`src/rtl/cmc_pkg.sv`:
```
package cmc_pkg;
    typedef enum logic [1:0] {
        CLS_NONE       = 2'd0,
        CLS_COMPULSORY = 2'd1,
        CLS_CONFLICT   = 2'd2,
        CLS_CAPACITY   = 2'd3
    } miss_class_e;

    typedef enum logic {
        PH_IDLE   = 1'b0,
        PH_REPORT = 1'b1
    } phase_e;

    typedef enum logic {
        HIST_FILLING   = 1'b0,
        HIST_SATURATED = 1'b1
    } hist_state_e;
endpackage

```
`src/rtl/cmc_set_array.sv`:
```
module cmc_set_array #(
    parameter int SETS  = 16,
    parameter int TAG_W = 24,
    parameter int IDX_W = $clog2(SETS)
) (
    input  logic             clk,
    input  logic             rst_n,
    input  logic             upd_en,
    input  logic [IDX_W-1:0] idx,
    input  logic [TAG_W-1:0] tag,
    output logic             hit
);
    localparam int WAYS = 2;

    logic [TAG_W-1:0] tag_q [SETS][WAYS];
    logic [WAYS-1:0]  val_q [SETS];
    logic [SETS-1:0]  lru_q;
    logic [WAYS-1:0]  way_match;
    logic             use_way;

    for (genvar w = 0; w < WAYS; w++) begin : gen_way
        assign way_match[w] = val_q[idx][w] && (tag_q[idx][w] == tag);
    end
    assign hit = |way_match;

    always_comb begin
        if (way_match[0])         use_way = 1'b0;
        else if (way_match[1])    use_way = 1'b1;
        else if (!val_q[idx][0])  use_way = 1'b0;
        else if (!val_q[idx][1])  use_way = 1'b1;
        else                      use_way = lru_q[idx];
    end

    always_ff @(posedge clk or negedge rst_n) begin
        if (!rst_n) begin
            lru_q <= '0;
            for (int s = 0; s < SETS; s++) val_q[s] <= '0;
        end else if (upd_en) begin
            lru_q[idx] <= ~use_way;
            if (!hit) val_q[idx][use_way] <= 1'b1;
        end
    end

    always_ff @(posedge clk) begin
        if (upd_en && !hit) tag_q[idx][use_way] <= tag;
    end

    // A line may live in only one way of its set.
    assert_ways_distinct_R3: assert property (@(posedge clk) disable iff (!rst_n)
        (upd_en && val_q[idx] == 2'b11) |-> (tag_q[idx][0] != tag_q[idx][1]));
    assert_single_way_hit_R4: assert property (@(posedge clk) disable iff (!rst_n)
        upd_en |-> $onehot0(way_match));
endmodule

```
`src/rtl/cmc_shadow_lru.sv`:
```
module cmc_shadow_lru #(
    parameter int ENTRIES = 32,
    parameter int LINE_W  = 28
) (
    input  logic              clk,
    input  logic              rst_n,
    input  logic              upd_en,
    input  logic [LINE_W-1:0] line,
    output logic              hit
);
    localparam int AGE_W = $clog2(ENTRIES);
    localparam logic [AGE_W-1:0] OLDEST = AGE_W'(ENTRIES - 1);

    logic              val_q  [ENTRIES];
    logic [LINE_W-1:0] line_q [ENTRIES];
    logic [AGE_W-1:0]  age_q  [ENTRIES];
    logic [ENTRIES-1:0] hit_vec;
    logic [AGE_W-1:0]  hit_age;

    always_comb begin
        hit_age = '0;
        for (int i = 0; i < ENTRIES; i++)
            if (hit_vec[i]) hit_age = hit_age | age_q[i];
    end
    assign hit = |hit_vec;

    for (genvar i = 0; i < ENTRIES; i++) begin : gen_ent
        assign hit_vec[i] = val_q[i] && (line_q[i] == line);

        always_ff @(posedge clk or negedge rst_n) begin
            if (!rst_n) begin
                val_q[i] <= 1'b0;
                age_q[i] <= AGE_W'(i);
            end else if (upd_en) begin
                if (hit) begin
                    if (hit_vec[i])              age_q[i] <= '0;
                    else if (age_q[i] < hit_age) age_q[i] <= age_q[i] + 1'b1;
                end else if (age_q[i] == OLDEST) begin
                    age_q[i] <= '0;
                    val_q[i] <= 1'b1;
                end else begin
                    age_q[i] <= age_q[i] + 1'b1;
                end
            end
        end

        always_ff @(posedge clk) begin
            if (upd_en && !hit && age_q[i] == OLDEST) line_q[i] <= line;
        end
    end

    assert_shadow_unique_R6: assert property (@(posedge clk) disable iff (!rst_n)
        upd_en |-> $onehot0(hit_vec));
endmodule

```
`src/rtl/cmc_seen_history.sv`:
```
module cmc_seen_history
    import cmc_pkg::*;
#(
    parameter int DEPTH  = 64,
    parameter int LINE_W = 28
) (
    input  logic              clk,
    input  logic              rst_n,
    input  logic              upd_en,
    input  logic [LINE_W-1:0] line,
    output logic              seen,
    output logic              overflow
);
    localparam int CNT_W = $clog2(DEPTH + 1);
    localparam int PTR_W = (DEPTH > 1) ? $clog2(DEPTH) : 1;

    logic [LINE_W-1:0] mem_q [DEPTH];
    logic [CNT_W-1:0]  fill_q;
    logic              ovf_q;
    hist_state_e       state_q, state_d;
    logic              add_new;

    always_comb begin
        seen = 1'b0;
        for (int i = 0; i < DEPTH; i++)
            if ((CNT_W'(i) < fill_q) && (mem_q[i] == line)) seen = 1'b1;
    end
    assign add_new  = upd_en && !seen;
    assign overflow = ovf_q;

    always_comb begin
        state_d = state_q;
        unique case (state_q)
            HIST_FILLING:   if (add_new && fill_q == CNT_W'(DEPTH - 1)) state_d = HIST_SATURATED;
            HIST_SATURATED: state_d = HIST_SATURATED;
        endcase
    end

    always_ff @(posedge clk or negedge rst_n) begin
        if (!rst_n) state_q <= HIST_FILLING;
        else        state_q <= state_d;
    end

    always_ff @(posedge clk or negedge rst_n) begin
        if (!rst_n) begin
            fill_q <= '0;
            ovf_q  <= 1'b0;
        end else begin
            unique case (state_q)
                HIST_FILLING:   if (add_new) fill_q <= fill_q + 1'b1;
                HIST_SATURATED: if (add_new) ovf_q  <= 1'b1;
            endcase
        end
    end

    always_ff @(posedge clk) begin
        if (state_q == HIST_FILLING && add_new) mem_q[fill_q[PTR_W-1:0]] <= line;
    end

    assert_overflow_sticky_R9: assert property (@(posedge clk) disable iff (!rst_n)
        ovf_q |=> ovf_q);
    assert_no_overflow_while_filling_R9: assert property (@(posedge clk) disable iff (!rst_n)
        (state_q == HIST_FILLING) |-> !ovf_q);
    assert_fill_bound_R5: assert property (@(posedge clk) disable iff (!rst_n)
        fill_q <= CNT_W'(DEPTH));
endmodule

```
`src/rtl/cache_miss_classifier.sv`:
```
module cache_miss_classifier
    import cmc_pkg::*;
#(
    parameter int ADDR_W     = 32,
    parameter int OFFSET_W   = 4,
    parameter int SETS       = 16,
    parameter int HIST_DEPTH = 64,
    parameter int CNT_W      = 32
) (
    input  logic              clk,
    input  logic              rst_n,
    input  logic              req_valid,
    input  logic [ADDR_W-1:0] req_addr,
    output logic              res_valid,
    output logic              res_hit,
    output logic [1:0]        res_class,
    output logic [CNT_W-1:0]  ref_count,
    output logic [CNT_W-1:0]  hit_count,
    output logic [CNT_W-1:0]  miss_count,
    output logic              hist_overflow
);
    localparam int IDX_W     = $clog2(SETS);
    localparam int TAG_W     = ADDR_W - OFFSET_W - IDX_W;
    localparam int LINE_W    = ADDR_W - OFFSET_W;
    localparam int SHADOW_N  = SETS * 2;

    logic [LINE_W-1:0] line;
    logic              set_hit, sh_hit, seen;
    miss_class_e       cls_d;
    phase_e            phase_q, phase_d;

    assign line = req_addr[ADDR_W-1:OFFSET_W];

    cmc_set_array #(.SETS(SETS), .TAG_W(TAG_W), .IDX_W(IDX_W)) u_sets (
        .clk(clk), .rst_n(rst_n), .upd_en(req_valid),
        .idx(req_addr[OFFSET_W+IDX_W-1:OFFSET_W]),
        .tag(req_addr[ADDR_W-1:OFFSET_W+IDX_W]),
        .hit(set_hit)
    );

    cmc_shadow_lru #(.ENTRIES(SHADOW_N), .LINE_W(LINE_W)) u_shadow (
        .clk(clk), .rst_n(rst_n), .upd_en(req_valid), .line(line), .hit(sh_hit)
    );

    cmc_seen_history #(.DEPTH(HIST_DEPTH), .LINE_W(LINE_W)) u_hist (
        .clk(clk), .rst_n(rst_n), .upd_en(req_valid), .line(line),
        .seen(seen), .overflow(hist_overflow)
    );

    always_comb begin
        if (set_hit)     cls_d = CLS_NONE;
        else if (!seen)  cls_d = CLS_COMPULSORY;
        else if (sh_hit) cls_d = CLS_CONFLICT;
        else             cls_d = CLS_CAPACITY;
    end

    always_comb begin
        phase_d = phase_q;
        unique case (phase_q)
            PH_IDLE:   if (req_valid)  phase_d = PH_REPORT;
            PH_REPORT: if (!req_valid) phase_d = PH_IDLE;
        endcase
    end

    always_ff @(posedge clk or negedge rst_n) begin
        if (!rst_n) phase_q <= PH_IDLE;
        else        phase_q <= phase_d;
    end

    assign res_valid = (phase_q == PH_REPORT);

    always_ff @(posedge clk or negedge rst_n) begin
        if (!rst_n) begin
            res_hit    <= 1'b0;
            res_class  <= CLS_NONE;
            ref_count  <= '0;
            hit_count  <= '0;
            miss_count <= '0;
        end else if (req_valid) begin
            res_hit   <= set_hit;
            res_class <= cls_d;
            ref_count <= ref_count + 1'b1;
            if (set_hit) hit_count  <= hit_count + 1'b1;
            else         miss_count <= miss_count + 1'b1;
        end
    end

    assert_result_follows_req_R2: assert property (@(posedge clk) disable iff (!rst_n)
        req_valid |=> res_valid);
    assert_no_spurious_result_R2: assert property (@(posedge clk) disable iff (!rst_n)
        !req_valid |=> !res_valid);
    assert_hit_unclassed_R7: assert property (@(posedge clk) disable iff (!rst_n)
        (res_valid && res_hit) |-> (res_class == CLS_NONE));
    assert_miss_classed_R5: assert property (@(posedge clk) disable iff (!rst_n)
        (res_valid && !res_hit) |-> (res_class != CLS_NONE));
    assert_totals_agree_R8: assert property (@(posedge clk) disable iff (!rst_n)
        ref_count == hit_count + miss_count);
    assert_ref_step_R8: assert property (@(posedge clk) disable iff (!rst_n)
        req_valid |=> ref_count == $past(ref_count) + 1'b1);
    assert_idle_holds_R10: assert property (@(posedge clk) disable iff (!rst_n)
        !req_valid |=> $stable(ref_count));
endmodule

```
`config.mk`:
```
export PLATFORM = sky130hd
export DESIGN_NAME = cache_miss_classifier
export DESIGN_NICKNAME = d
export VERILOG_FILES = /design/src/rtl/cmc_pkg.sv /design/src/rtl/cmc_set_array.sv /design/src/rtl/cmc_shadow_lru.sv /design/src/rtl/cmc_seen_history.sv /design/src/rtl/cache_miss_classifier.sv
export SDC_FILE = /design/constraint.sdc
export NUM_CORES = 2
export LEC_CHECK = 0
export BUFFER_PORTS_ARGS = -buffer_cell sky130_fd_sc_hd__clkbuf_2
export CORE_ASPECT_RATIO = 0.5
export CORE_MARGIN = 1
export CORE_UTILIZATION = 55
export CTS_CLUSTER_DIAMETER = 50
export CTS_CLUSTER_SIZE = 10
export DETAILED_ROUTE_END_ITERATION = 16
export PLACE_DENSITY = 0.68
export SYNTH_ARGS = -nofsm -noshare
export SYNTH_HDL_FRONTEND = slang
export SYNTH_SLANG_ARGS = --single-unit
```
`constraint.sdc`:
```
create_clock -name clk -period 8.1 [get_ports clk]
set_input_delay 1.62 -clock clk [delete_from_list [all_inputs] [get_ports clk]]
set_output_delay 1.62 -clock clk [all_outputs]
set_load 0.01 [all_outputs]
```
==> run metrics <==
status=completed; Top Ports=136; HPWL after DPL=260000 µm; Setup Buffers After CTS=0; RSZ-0062 raised after global routing=false; met3 WL=38500 µm; clk root buf=clkbuf_16; Place WS=1.02 ns; Cell Area, Synth=166000 µm²; drt pass-1 iters=5; part of the power in registers=50.4%; GRT overflow=0; Layout Area Growth over Synthesis=12.6%; GRT Total Usage=27.8%; WL met2=185000 µm; clock-pin transition on the worst setup and hold timing paths=0.06 ns; antenna violations before repair=13; Top FF cell, synth=edfxtp_1; Avg Vias per Cell=6.12; Syn Inst Count=10400; post-synthesis adder-cell area fraction=1.48%; DRC viols=0; Rel. slew slack=8.99%; Area contributors post-synth=edfxtp_1 63%, xnor2_1 8.9%, xor2_1 6.1%, dfrtp_1 4.1%, mux4_2 2.3%; final slew viol count=0; Syn Nets=10700; largest family of logic cells by synthesized area=XOR/XNOR gates; Die Y=390 µm; Final Cycle Share=78.8%; Synth Area in Compound Gates=3.04%; Synth warnings=0; Critical Path Fanout Max=63; Worst EP required=8.89 ns; met1 wire length=192000 µm; Clock power frac=36.4%; initial drt markers=11100; CTS max path bufs=4; Yosys top cell by area=edfxtp_1; Placer Congestion=0.889; Clock Skew=0.0653 ns; mux cell area share after synthesis=3.74%; CP startpoint kind=input port; Worst Tran Pin Value=1.36 ns; Tmin final=6.38 ns; share of layout cells above drive strength 1=15.1%; remaining antenna violation count after routing=0; Max rail drop VDD=0.212 mV; Logic pwr share=13.1%; Post-CTS Hold Buffers=0; H-Tree Depth=5; Yosys cell types=91; Synth Area in XOR/XNOR=15.0%; final hold violation count=0; critical path cell sequence=buf_8, inv_1, a221o_1, nor3_1, buf_4, and3_1, a222oi_1, nand4_1, nor3_2, buf_4, ha_1, a21o_1, a21oi_1, a21o_1, o21ai_0, and3_1, or3b_2; first-pass GRT wire length=623000 µm; CTS Buf Count=424; HP Class=reg2reg; slowest CP cell=nor3_2; max-cap viol count=0; Final Worst Setup Slack=1.72 ns; port bufs=131; leakage=62.3 nW; clk sinks=3805; sequential cell area fraction in the yosys report=68.0%; Seq cells post-synth=3805; Worst Setup End Kind=register; vias in the first global route=91000; chip width=778 µm; # setup viols final=0; Core Region=300000 µm²; Simple-Gate Fraction of Synth Area=6.91%; setup TNS=0 ns; Starting Density=55.3%; full die area=304000 µm²; DRT Wirelength=425000 µm; average size of a mapped cell=15.9 µm²; worst path arrival time=7.17 ns; Post-synth EDFFs=3456; pwr dens=253 nW/µm²; buffer and inverter count on the worst path=4; vias=93800; Int Power=0.0349 W; uppermost layer routed=met5; Setup CP Type=in2reg; Synth async-reset ratio=9.17%; fmax=157 MHz; DR WL/cell=27.7 µm; top-area cell type share of the netlist area=62.6%; largest net degree at the start of global routing=110; Clock Latency Late Sink=0.95 ns; CTS tree=done; placement row count=142; sw power=0.0122 W; crit-path max cell delay=0.93 ns; Sw Ratio=25.9%; nets=11300; delay-heaviest family, CP=simple AND/OR/NAND/NOR gates; post_cts resized=0
[registers in the layout, indices dropped and copies added, names as in the netlist, 2 cells and up]
name             flops
u_hist.mem_q      1792
u_shadow.line_q    896
u_sets.tag_q       768
u_shadow.age_q     160
hit_count           32
miss_count          32
ref_count           32
u_sets.val_q        32
u_shadow.val_q      32
u_sets.lru_q        16
u_hist.fill_q        7
res_class            2
[cell type report]
cell class | instances | area (µm²)
tap | 4032 | 5040
sequential | 3805 | 113000
inverter | 67 | 251
clock inverter | 17 | 259
antenna | 2 | 5.00
fill | 21800 | 113000
clock buffer | 623 | 11600
multi-input combinational | 6074 | 50400
timing repair buffer | 715 | 6470
[power groups by stage]
stage / clock network, W / registers [W] / logic [W]
after floorplan: 0 / 0.0237 / 0.00390
after global placement: 0 / 0.0241 / 0.00597
after detailed placement: 0 / 0.0241 / 0.00612
after CTS: 0.0174 / 0.0237 / 0.00616
after global routing: 0.0182 / 0.0239 / 0.00671
final: 0.0172 / 0.0238 / 0.00619
[Yosys cell counts (24+ instances only)]
| cell type | count |
|---|---|
| dfstp_2 | 80 |
| nor2b_1 | 68 |
| nand2_1 | 194 |
| and3_1 | 137 |
| ha_1 | 196 |
| a32o_1 | 63 |
| nor4_1 | 382 |
| nand2b_1 | 24 |
| clkbuf_1 | 74 |
| a31o_2 | 39 |
| xnor2_1 | 1678 |
| buf_2 | 241 |
| a221oi_1 | 27 |
| buf_4 | 84 |
| mux4_2 | 168 |
| nand3_1 | 176 |
| nand3b_1 | 31 |
| nor2_1 | 204 |
| mux2_2 | 78 |
| edfxtp_1 | 3456 |
| buf_6 | 46 |
| mux2i_1 | 153 |
| inv_1 | 64 |
| nor3_1 | 93 |
| a22oi_1 | 58 |
| a21o_1 | 89 |
| a21oi_1 | 82 |
| a22o_1 | 93 |
| o21ai_0 | 46 |
| xor2_1 | 1156 |
| nand4_1 | 479 |
| dfrtp_1 | 269 |
| or4_1 | 33 |
| or2_2 | 38 |
[worst register-to-register path, cell delays in order, from the launching register on]
cell and delay [ns]:
dfrtp_1 0.79, or4_1 1.14, o21ai_0 0.73, nor4_2 0.27, a2111oi_0 0.66, nand4_1 0.33
nor4_4 0.33, buf_4 0.21, nand2_1 0.65, nor2_2 0.36, buf_4 0.40
[logic make-up (layout without fill, tap and decap cells)]
| logic type | Yosys count | count (layout) |
|---|---|---|
| flip-flops | 3805 | 3805 |
| XOR/XNOR | 2834 | 2834 |
| AND/OR/NAND/NOR | 1987 | 1987 |
| AO/OA/AOI/OAI | 657 | 657 |
| buffers and inverters | 541 | 1422 |
| multiplexers | 400 | 400 |
| adder cells (fa/ha/maj) | 196 | 196 |
| other | 0 | 2 |
[placed cells by master (no fill, tap or decap), types with 194 or more instances in the layout]
cell       count
edfxtp_1    3456
xnor2_1     1678
xor2_1      1156
buf_4        494
nand4_1      479
clkbuf_16    432
nor4_1       366
dfrtp_1      269
ha_1         196
nand2_1      194
[metal layers]
| layer | global-route usage (%) | vias to the layer above |
|---|---|---|
| li1 | - | 40600 |
| met1 | 43.6 | 48500 |
| met2 | 40.7 | 4019 |
| met3 | 4.82 | 670 |
| met4 | 6.41 | 4 |
| met5 | 0 | - |
[path summary, 6_finish.rpt]
path                             startpoint             endpoint  slack, ns  depth (start not counted)
max                            req_addr[21]  u_shadow.age_q[158]       1.72                         17
min                        u_sets.val_q[22]     u_sets.val_q[22]       0.46                          1
max reg2reg                u_hist.fill_q[3]  u_hist.mem_q[55][2]       1.83                         10
min reg2reg                u_sets.val_q[22]     u_sets.val_q[22]       0.46                          1
max in group asynchronous             rst_n   u_shadow.val_q[17]       5.85                          2
min in group asynchronous             rst_n   u_shadow.val_q[19]       0.64                          1
[through the flow]
step | utilization [%] | power (W) | area (µm²) | std cells | hold WS (ns)
after global placement | 58.3 | 0.0301 | 175000 | 14700 | 0.442
after CTS | 62.3 | 0.0473 | 187000 | 15300 | 0.462
final | 62.3 | 0.0472 | 187000 | 15300 | 0.459
after global routing | 62.3 | 0.0488 | 187000 | 15300 | 0.468
after detailed placement | 58.3 | 0.0303 | 175000 | 14700 | 0.447
after floorplan | - | 0.0276 | 166000 | 10400 | 0.428
Power figures use the tool's default switching activity.
